[config.mk]
export PLATFORM = sky130hd
export DESIGN_NAME = intsrc_ctl
export DESIGN_NICKNAME = d
export VERILOG_FILES = /design/src/rtl/isc_pkg.sv /design/src/rtl/isc_pick.sv /design/src/rtl/isc_numdec.sv /design/src/rtl/intsrc_ctl.sv
export SDC_FILE = /design/constraint.sdc
export NUM_CORES = 1
export LEC_CHECK = 0
export BUFFER_PORTS_ARGS = -buffer_cell sky130_fd_sc_hd__buf_2
export CAP_MARGIN = 10
export CORE_MARGIN = 4
export CORE_UTILIZATION = 28
export DETAILED_ROUTE_END_ITERATION = 12
export PLACE_DENSITY = 0.46
export SLEW_MARGIN = 25
export SYNTH_ARGS = -nofsm -noshare
export SYNTH_HDL_FRONTEND = slang
export SYNTH_SLANG_ARGS = --single-unit
[constraint.sdc]
create_clock -name clk -period 2.82 [get_ports clk]
set_clock_uncertainty 0.1 [all_clocks]
set_input_delay 0.564 -clock clk [delete_from_list [all_inputs] [get_ports clk]]
set_output_delay 0.564 -clock clk [all_outputs]
set_load 0.05 [all_outputs]
[src/rtl/isc_pkg.sv]
package isc_pkg;
  typedef enum logic [1:0] {
    ST_IDLE = 2'd0,
    ST_REQ  = 2'd1,
    ST_WAIT = 2'd2
  } isc_state_e;
endpackage

[src/rtl/isc_pick.sv]
module isc_pick #(
  parameter int N     = 16,
  parameter int IDX_W = 4
) (
  input  logic [N-1:0]     vec,
  output logic             any,
  output logic [IDX_W-1:0] idx
);
  // lowest set index wins
  always_comb begin
    idx = '0;
    for (int i = N - 1; i >= 0; i--) begin
      if (vec[i]) idx = IDX_W'(i);
    end
  end
  assign any = |vec;
endmodule

[src/rtl/isc_numdec.sv]
module isc_numdec #(
  parameter int N          = 16,
  parameter int IDX_W      = 4,
  parameter int NUM_W      = 8,
  parameter int BASE       = 0,
  parameter int IGNORE_NUM = 2
) (
  input  logic [NUM_W-1:0] num,
  output logic             hit,
  output logic [IDX_W-1:0] idx
);
  localparam logic [NUM_W:0] LO = (NUM_W+1)'(BASE);
  localparam logic [NUM_W:0] HI = (NUM_W+1)'(BASE + N);

  logic in_rng;
  assign in_rng = ({1'b0, num} >= LO) && ({1'b0, num} < HI);
  assign hit    = in_rng && (num != NUM_W'(IGNORE_NUM));
  assign idx    = IDX_W'(num - NUM_W'(BASE));
endmodule

[src/rtl/intsrc_ctl.sv]
module intsrc_ctl
  import isc_pkg::*;
#(
  parameter int N_SRC   = 16,
  parameter int NUM_W   = 8,
  parameter int PRIO_W  = 8,
  parameter int SRV_W   = 4,
  parameter int BASE    = 0,
  parameter int IPI_NUM = 2
) (
  input  logic                       clk,
  input  logic                       rst_n,
  input  logic [N_SRC-1:0]           src_level,
  input  logic                       cfg_we,
  input  logic [$clog2(N_SRC)-1:0]   cfg_idx,
  input  logic [PRIO_W-1:0]          cfg_prio,
  input  logic [SRV_W-1:0]           cfg_server,
  input  logic                       eoi_valid,
  input  logic [NUM_W-1:0]           eoi_num,
  input  logic                       rej_valid,
  input  logic [NUM_W-1:0]           rej_num,
  input  logic                       scan_req,
  output logic                       req_valid,
  input  logic                       req_ready,
  output logic [NUM_W-1:0]           req_num,
  output logic [PRIO_W-1:0]          req_prio,
  output logic [SRV_W-1:0]           req_server,
  input  logic                       res_valid,
  input  logic                       res_accept,
  output logic                       rmap_valid,
  output logic [SRV_W-1:0]           rmap_server
);
  localparam int IDX_W = $clog2(N_SRC);
  localparam logic [PRIO_W-1:0] PRIO_MASKED = '1;

  // per-source state
  logic [PRIO_W-1:0] prio_q [N_SRC];
  logic [PRIO_W-1:0] prio_n [N_SRC];
  logic [SRV_W-1:0]  srv_q  [N_SRC];
  logic [SRV_W-1:0]  srv_n  [N_SRC];
  logic [N_SRC-1:0]  asr_q, want_q, want_n, resend_q, resend_n, mp_q, mp_n;

  isc_state_e        state_q, state_n;
  logic [IDX_W-1:0]  cur_q;
  logic [PRIO_W-1:0] cur_prio_q;
  logic [SRV_W-1:0]  cur_srv_q;

  // named events
  logic             want_any, ev_pick, pick_masked, ev_fail;
  logic [IDX_W-1:0] pick_idx;
  logic             eoi_hit, rej_hit, eoi_go, rej_go, unmask_go;
  logic [IDX_W-1:0] eoi_idx, rej_idx;
  logic [N_SRC-1:0] lvl_rise;

  isc_pick #(.N(N_SRC), .IDX_W(IDX_W)) u_pick (
    .vec(want_q), .any(want_any), .idx(pick_idx)
  );

  isc_numdec #(.N(N_SRC), .IDX_W(IDX_W), .NUM_W(NUM_W), .BASE(BASE),
               .IGNORE_NUM(IPI_NUM)) u_eoi_dec (
    .num(eoi_num), .hit(eoi_hit), .idx(eoi_idx)
  );

  isc_numdec #(.N(N_SRC), .IDX_W(IDX_W), .NUM_W(NUM_W), .BASE(BASE),
               .IGNORE_NUM(IPI_NUM)) u_rej_dec (
    .num(rej_num), .hit(rej_hit), .idx(rej_idx)
  );

  assign ev_pick     = (state_q == ST_IDLE) && want_any;
  assign pick_masked = (prio_q[pick_idx] == PRIO_MASKED);
  assign ev_fail     = (state_q == ST_WAIT) && res_valid && !res_accept;
  assign lvl_rise    = src_level & ~asr_q;
  assign eoi_go      = eoi_valid && eoi_hit && asr_q[eoi_idx];
  assign rej_go      = rej_valid && rej_hit;
  assign unmask_go   = cfg_we && (cfg_prio != PRIO_MASKED) && mp_q[cfg_idx];

  // per-source next state
  always_comb begin
    want_n   = want_q;
    resend_n = resend_q;
    mp_n     = mp_q;
    prio_n   = prio_q;
    srv_n    = srv_q;
    if (ev_pick) begin
      want_n[pick_idx]   = 1'b0;
      resend_n[pick_idx] = 1'b0;
      if (pick_masked) mp_n[pick_idx] = 1'b1;
    end
    if (ev_fail)  resend_n[cur_q] = 1'b1;
    if (scan_req) want_n = want_n | resend_q;
    want_n = want_n | lvl_rise;
    if (eoi_go) want_n[eoi_idx] = 1'b1;
    if (rej_go) want_n[rej_idx] = 1'b1;
    if (cfg_we) begin
      prio_n[cfg_idx] = cfg_prio;
      srv_n[cfg_idx]  = cfg_server;
    end
    if (unmask_go) begin
      mp_n[cfg_idx]   = 1'b0;
      want_n[cfg_idx] = 1'b1;
    end
  end

  // delivery sequencer
  always_comb begin
    state_n = state_q;
    case (state_q)
      ST_IDLE: if (ev_pick && !pick_masked) state_n = ST_REQ;
      ST_REQ:  if (req_ready) state_n = ST_WAIT;
      ST_WAIT: if (res_valid) state_n = ST_IDLE;
      default: state_n = ST_IDLE;
    endcase
  end

  always_ff @(posedge clk) begin
    if (!rst_n) begin
      for (int i = 0; i < N_SRC; i++) begin
        prio_q[i] <= PRIO_MASKED;
        srv_q[i]  <= '0;
      end
      asr_q       <= '0;
      want_q      <= '0;
      resend_q    <= '0;
      mp_q        <= '0;
      state_q     <= ST_IDLE;
      cur_q       <= '0;
      cur_prio_q  <= '0;
      cur_srv_q   <= '0;
      rmap_valid  <= 1'b0;
      rmap_server <= '0;
    end else begin
      prio_q     <= prio_n;
      srv_q      <= srv_n;
      asr_q      <= src_level;
      want_q     <= want_n;
      resend_q   <= resend_n;
      mp_q       <= mp_n;
      state_q    <= state_n;
      rmap_valid <= ev_fail;
      if (ev_fail) rmap_server <= cur_srv_q;
      if (ev_pick) begin
        cur_q      <= pick_idx;
        cur_prio_q <= prio_q[pick_idx];
        cur_srv_q  <= srv_q[pick_idx];
      end
    end
  end

  assign req_valid  = (state_q == ST_REQ);
  assign req_num    = NUM_W'(BASE) + NUM_W'(cur_q);
  assign req_prio   = cur_prio_q;
  assign req_server = cur_srv_q;

  // ---------------- assertions ----------------
  p_masked_pend_r2: assert property (@(posedge clk) disable iff (!rst_n)
    ev_pick && pick_masked |=> mp_q[cur_q] && !req_valid)
    else $error("masked attempt did not park as pending");

  p_req_unmasked_r2: assert property (@(posedge clk) disable iff (!rst_n)
    req_valid |-> req_prio != PRIO_MASKED)
    else $error("request issued with masked priority");

  p_clear_resend_r3: assert property (@(posedge clk) disable iff (!rst_n)
    ev_pick |=> !resend_q[cur_q])
    else $error("attempt left resend flag set");

  p_fail_mark_r4: assert property (@(posedge clk) disable iff (!rst_n)
    ev_fail |=> resend_q[cur_q] && rmap_valid)
    else $error("failed delivery not recorded");

  p_req_hold_r9: assert property (@(posedge clk) disable iff (!rst_n)
    req_valid && !req_ready |=> req_valid && $stable(req_num) &&
      $stable(req_prio) && $stable(req_server))
    else $error("request dropped or changed before ready");
endmodule

==> metrics.cfg, run 1 <==
[clock_tree]
cts.sinks = 279
cts_made_buffers = 35
ctsLongestPathBuffers = 3
cts_max_level = 2
clk_latency_ns = 0.55
cts_root_buf = clkbuf_16
path_clk_slew_ns = 0.06
cts_tree = yes

[sta]
min_period_over_period_pct = 109
relSlewSlack_pct = 35.0
hold_viol = 0
setup_viol = 23
rsz0062_at_grt = yes
fin_ws_ns = -0.259
period_needed_ns = 3.08
fmax_mhz = 325
maxSlewViolCount = 0
tightest_slew_ns = 0.966

[die]
initial_core_util_pct = 28.6
core-area_um2 = 44600
die_h_um = 221
io_pins = 83
die_x_um = 221
die-area_um2 = 49000
fp-row-count = 77

[place]
gp_congestion = 0.909
portBuffers = 78
hpwl_um = 38000
dp_slack_ns = -0.546

[drt]
num_vias = 12806
drt-vias-per-instance = 5.22
ant_nets = 0
dr.pass1.iters = 6
remaining_drc_errors = 0
routedWlPerCell_um = 21.4
first_iter_violations = 1154
routed_wl_um = 52500

[outcome]
outcome = finished with violations
failed_checks = setup timing

[synthesis]
syn_area_per_cell_um2 = 7.70
async_flop_share_pct = 0
synth-edff-count = 0
synth_cell_types = 72
ys_seq_area_share_pct = 43.8
synth_top_area_share_pct = 43.8
netlist_area_um2 = 12700
synth.most_common_cell = nand2_1
ys.flop_type = dfxtp_1
yosys_warnings = 0
synth_seq_cells = 279
synth_area_leader_cell = dfxtp_1
yosys-top-cells-area = dfxtp_1 (44%), nand2_1 (15%), nand3_1 (6.2%)
synth_cells = 1656
synth_common_cells = nand2_1 (496), dfxtp_1 (279), nand3_1 (159)

[critical_path]
worstSetupPathType = reg2reg
worstPathRequired_ns = 3.20
arrival_ns = 3.46
crit_slowest_cell = or4_4
critPathTopFamily = simple AND/OR/NAND/NOR gates
critPathMaxFanout = 7
r2r_cells = 11
crit_path_start_kind = register
path_cells = nor2b_4, or4_4, a221oi_4, buf_6, mux2i_2, nor2_2, a2111oi_4, and4b_1, nand4_4, clkbuf_16, a21oi_2
crit_buf_inv = 2
end_kind = register
cp_num_cells = 11
max_stage_delay_ns = 0.52

[final_layout]
drive_above_1_share_pct = 23.8
nFillCells = 4633
fin_util_pct = 37.0
diodes = 0
fin_nets = 1899
areaGrowthSynthToFinish_pct = 29.3

[global_route]
grt_max_degree = 101
grt_pass1_wl_um = 78600
grt_use_total_pct = 20.7
grt_pass1_vias = 12305
antenna_found_initial = 0
grt_overflow_total = 0

[run]
drv_cap = 0

[power_and_ir_drop]
p_per_area_nw_per_um2 = 686
leakagePower_nw = 6.82
vdd_drop_max_mv = 0.336

[hold_path]
hold_class = in2reg
holdPathStages = 2

cells by family (layout without fill, tap and decap cells):
logic type	count (synthesis)	in the layout	synth area share, %
simple gates	855	855	29.7
compound gates	305	306	15.8
other cells	1	4	0.0294
buf+inv	158	361	5.22
flops	279	279	43.8
mux	58	58	5.40
path summary, 6_finish.rpt:
path | startpoint | end | slack [ns]
worst max-delay path | want_q[6]$_SDFF_PN0_ | mp_q[4]$_SDFF_PN0_ | -0.26
worst min-delay path | src_level[12] | asr_q[12]$_SDFF_PN0_ | 0.13
worst max register to register | want_q[6]$_SDFF_PN0_ | mp_q[4]$_SDFF_PN0_ | -0.26
worst min register to register | srv_q[14]$_SDFFE_PN0P_ | srv_q[14]$_SDFFE_PN0P_ | 0.35
registers in the layout, summed over array words and instances, names as in the netlist:
| signal | cells |
|---|---|
| resend_q | 16 |
| asr_q | 16 |
| rmap_valid | 1 |
| want_q | 16 |
| cur_q | 4 |
| req_server | 4 |
| srv_q | 64 |
| state_q | 2 |
| req_prio | 8 |
| rmap_server | 4 |
| mp_q | 16 |
| prio_q | 128 |
cells in the final DEF, fill, tap and decap left out, types with 6 or more instances in the layout:
| master | netlist | routed |
|---|---|---|
| mux2i_1 | 44 | 40 |
| o22ai_1 | 32 | 31 |
| a31oi_1 | 11 | 10 |
| o21ai_2 | 1 | 8 |
| clkbuf_16 | 0 | 36 |
| nor2_1 | 85 | 81 |
| a211oi_1 | 18 | 15 |
| a22oi_1 | 10 | 10 |
| a21oi_1 | 106 | 104 |
| buf_12 | 0 | 8 |
| o22a_1 | 6 | 6 |
| clkinv_2 | 0 | 9 |
| mux4_2 | 8 | 8 |
| dfxtp_1 | 279 | 271 |
| o21ai_0 | 39 | 33 |
| nor3_1 | 14 | 13 |
| nand4_1 | 13 | 13 |
| clkbuf_8 | 0 | 8 |
| nand2_1 | 496 | 490 |
| inv_1 | 23 | 23 |
| buf_2 | 7 | 77 |
| nor3b_1 | 9 | 8 |
| and2_1 | 16 | 16 |
| buf_6 | 5 | 11 |
| a21oi_2 | 6 | 8 |
| nand3_1 | 159 | 158 |
| nor2b_1 | 16 | 14 |
| dfxtp_2 | 0 | 6 |
| a222oi_1 | 6 | 6 |
| nand2b_1 | 8 | 7 |
| o211ai_1 | 10 | 10 |
| nand2_2 | 1 | 7 |
| buf_4 | 7 | 180 |
area by class of cell:
| cell class | count | area, um2 | area share [%] |
|---|---|---|---|
| inverter | 24 | 91.3 | 0.554 |
| timing repair buffer | 279 | 2080 | 12.6 |
| multi-input combinational | 1223 | 6890 | 41.8 |
| tap | 592 | 741 | 4.49 |
| clock inverter | 11 | 86.3 | 0.524 |
| clock buffer | 47 | 1000 | 6.07 |
| sequential | 279 | 5600 | 34.0 |
power by group:
group	switching, W	internal (W)	total (W)
Combinational	0.00166	0.00103	0.00270
Clock	0.00177	0.00257	0.00433
Sequential	0.000161	0.00411	0.00427
per-layer routing:
metal	up-vias	share of wire, %	wire (um)	track usage (%)
met1	6210	46	24000	28.2
met5	-	0	0	0
li1	6101	-	-	-
met4	0	4.4	2330	8.90
met2	403	45	23700	33.1
met3	92	4.5	2380	2.53
timing repair:
action                     CTS  global route
gates cloned                 1             1
pin swaps                   22            35
resized for setup           63            46
setup endpoints to repair   25            30
setup buffers               20            10
hold buffers                 0             0
metrics by stage:
step / setup TNS, ns / hold slack (ns) / std cells / instance area (um2) / total power (W)
3_3_place_gp: -8.52 / 0.341 / 2366 / 14700 / 0.00668
5_1_grt: -7.56 / 0.150 / 2455 / 16500 / 0.0117
6_report: -4.43 / 0.134 / 2455 / 16500 / 0.0113
2_1_floorplan: -0.0161 / 0.332 / 1659 / 12800 / 0.00565
3_5_place_dp: -9.41 / 0.344 / 2366 / 14700 / 0.00669
4_1_cts: -2.91 / 0.108 / 2445 / 16200 / 0.0112
Note: power is estimated with default switching activity, not from simulation.
==> run 2, diff against run 1 <==
RECOVER_POWER = 25   (was default)
==> run 2 against run 1 <==
The flow finishes with violations (capacitance limit, slew limit, setup timing). Global-route usage unchanged. Worst setup slack got worse by 0.0029 ns. Sequential cell count unchanged. Routed wire length barely moved. Highest routed layer unchanged. Combinational power about the same. Die area did not move. Hold slack got worse by 0.0024 ns. Non-clock buffer count is the same. Design area down 0.23%.
==> metrics.cfg, run 2 (same netlist as run 1, synthesis figures left out) <==
[final_layout]
fin_nets = 1899
largest_registers = prio_q: 128 flops, srv_q: 64 flops
drive_above_1_share_pct = 23.2
final_cell_mix = nand2_1 (490), dfxtp_1 (271), buf_4 (170)
largest_reg_flops = 128
final_cells = 2455
nFillCells = 4645
final_common_cell = nand2_1
top_register = prio_q
areaGrowthSynthToFinish_pct = 29.0
diodes = 0

[drt]
remaining_drc_errors = 0
routed_wl_um = 52500
drt-vias-per-instance = 5.22
num_vias = 12825
ant_nets = 0
dr.pass1.iters = 6
first_iter_violations = 1239
routedWlPerCell_um = 21.4

[critical_path]
crit_buf_inv = 2
end_kind = register
arrival_ns = 3.47
crit_slowest_cell = or4_4
critPathMaxFanout = 7
crit_path_start_kind = register
critPathTopFamily = simple AND/OR/NAND/NOR gates
worstPathRequired_ns = 3.21
worstSetupPathType = reg2reg
timing.rr.start = want_q[5]$_SDFF_PN0_
startpoint = want_q[5]$_SDFF_PN0_
max_stage_delay_ns = 0.52
path_cells = nor2b_4, or4_4, a221oi_4, buf_6, mux2i_2, nor2_2, a2111oi_4, and4b_1, nand4_4, clkbuf_16, a21oi_2

[clock_tree]
cts_tree = yes
path_clk_slew_ns = 0.06
cts_max_level = 2
ctsLongestPathBuffers = 3
cts_root_buf = clkbuf_16
clk_latency_ns = 0.55
postCtsHoldBufs = 0
cts.sinks = 279
cts_made_buffers = 35

[outcome]
outcome = finished with violations
failed_checks = capacitance limit, slew limit, setup timing

[power_and_ir_drop]
p_int_w = 0.00771
leakagePower_nw = 6.77
total_switching_power_w = 0.00359
vdd_drop_max_mv = 0.337
clkPwrFrac_pct = 38.4
p_per_area_nw_per_um2 = 687
switching_share_pct = 31.8
pwr-share-seq_pct = 37.8
combPwrFrac_pct = 23.8

[die]
core-area_um2 = 44600
die_h_um = 221
fp-row-count = 77
initial_core_util_pct = 28.6
die_x_um = 221
io_pins = 83
die-area_um2 = 49000

[global_route]
grt_pass1_vias = 12305
antenna_found_initial = 0
grt_use_total_pct = 20.7
grt_max_degree = 101
grt_overflow_total = 0
grt_pass1_wl_um = 78600

[sta]
min_period_over_period_pct = 109
maxSlewViolCount = 80
rsz0062_at_grt = yes
hold_viol = 0
period_needed_ns = 3.08
fmax_mhz = 325
setup-tns-final_ns = -4.48
tightest_slew_ns = 1.65
relSlewSlack_pct = -9.74
fin_ws_ns = -0.261
setup_viol = 23

[run]
drv_cap = 1

[place]
place_inst = 2366
portBuffers = 78
gp_congestion = 0.909
hpwl_um = 38000

[hold_path]
holdCritStartpoint = src_level[10]
hold_class = in2reg

## run 2: worst paths after layout
path                                 end  slack, ns  cells past startpoint
setup / recovery      mp_q[4]$_SDFF_PN0_      -0.26                     11
hold / removal      asr_q[10]$_SDFF_PN0_       0.13                      2
setup reg to reg      mp_q[4]$_SDFF_PN0_      -0.26                     11
hold reg to reg   srv_q[14]$_SDFFE_PN0P_       0.35                      2
## run 2: layout make-up
class,count,area [um2],share of cell area [%]
Sequential cell,279,5600,34.1
Inverter,24,91.3,0.555
Tap cell,592,741,4.50
Clock inverter,11,86.3,0.525
Multi-Input combinational cell,1223,6890,41.9
Clock buffer,47,1000,6.09
Timing Repair Buffer,279,2040,12.4
## run 2: timing repair
item	4_1_cts	5_1_grt
pin swaps	22	35
endpoints found under the setup margin	25	30
gates resized for setup	63	46
setup buffers	20	10
cloned	1	1
## run 2: power by group through the flow
stage | clock network, W | registers, W | logic (W)
after floorplan | 0 | 0.00452 | 0.00113
after detailed placement | 0 | 0.00434 | 0.00234
after CTS | 0.00443 | 0.00426 | 0.00255
after global routing | 0.00456 | 0.00428 | 0.00286
after global placement | 0 | 0.00434 | 0.00234
final | 0.00434 | 0.00427 | 0.00269
## run 2: stage by stage
step | setup slack, ns | util, % | cell area, um2 | power [W] | hold WS, ns
after floorplan | -0.00989 | - | 12800 | 0.00565 | 0.332
after global placement | -0.493 | 33.0 | 14700 | 0.00668 | 0.341
after detailed placement | -0.546 | 33.0 | 14700 | 0.00669 | 0.344
after CTS | -0.217 | 36.3 | 16200 | 0.0112 | 0.108
after global routing | -0.398 | 36.9 | 16400 | 0.0117 | 0.150
final | -0.261 | 36.9 | 16400 | 0.0113 | 0.131
## run 2: metal layers
| metal | up-vias | track usage (%) | share of wire (%) |
|---|---|---|---|
| met4 | 0 | 8.90 | 4.4 |
| met2 | 438 | 33.1 | 45 |
| li1 | 6099 | - | - |
| met5 | - | 0 | 0 |
| met3 | 92 | 2.53 | 5.2 |
| met1 | 6196 | 28.2 | 45 |
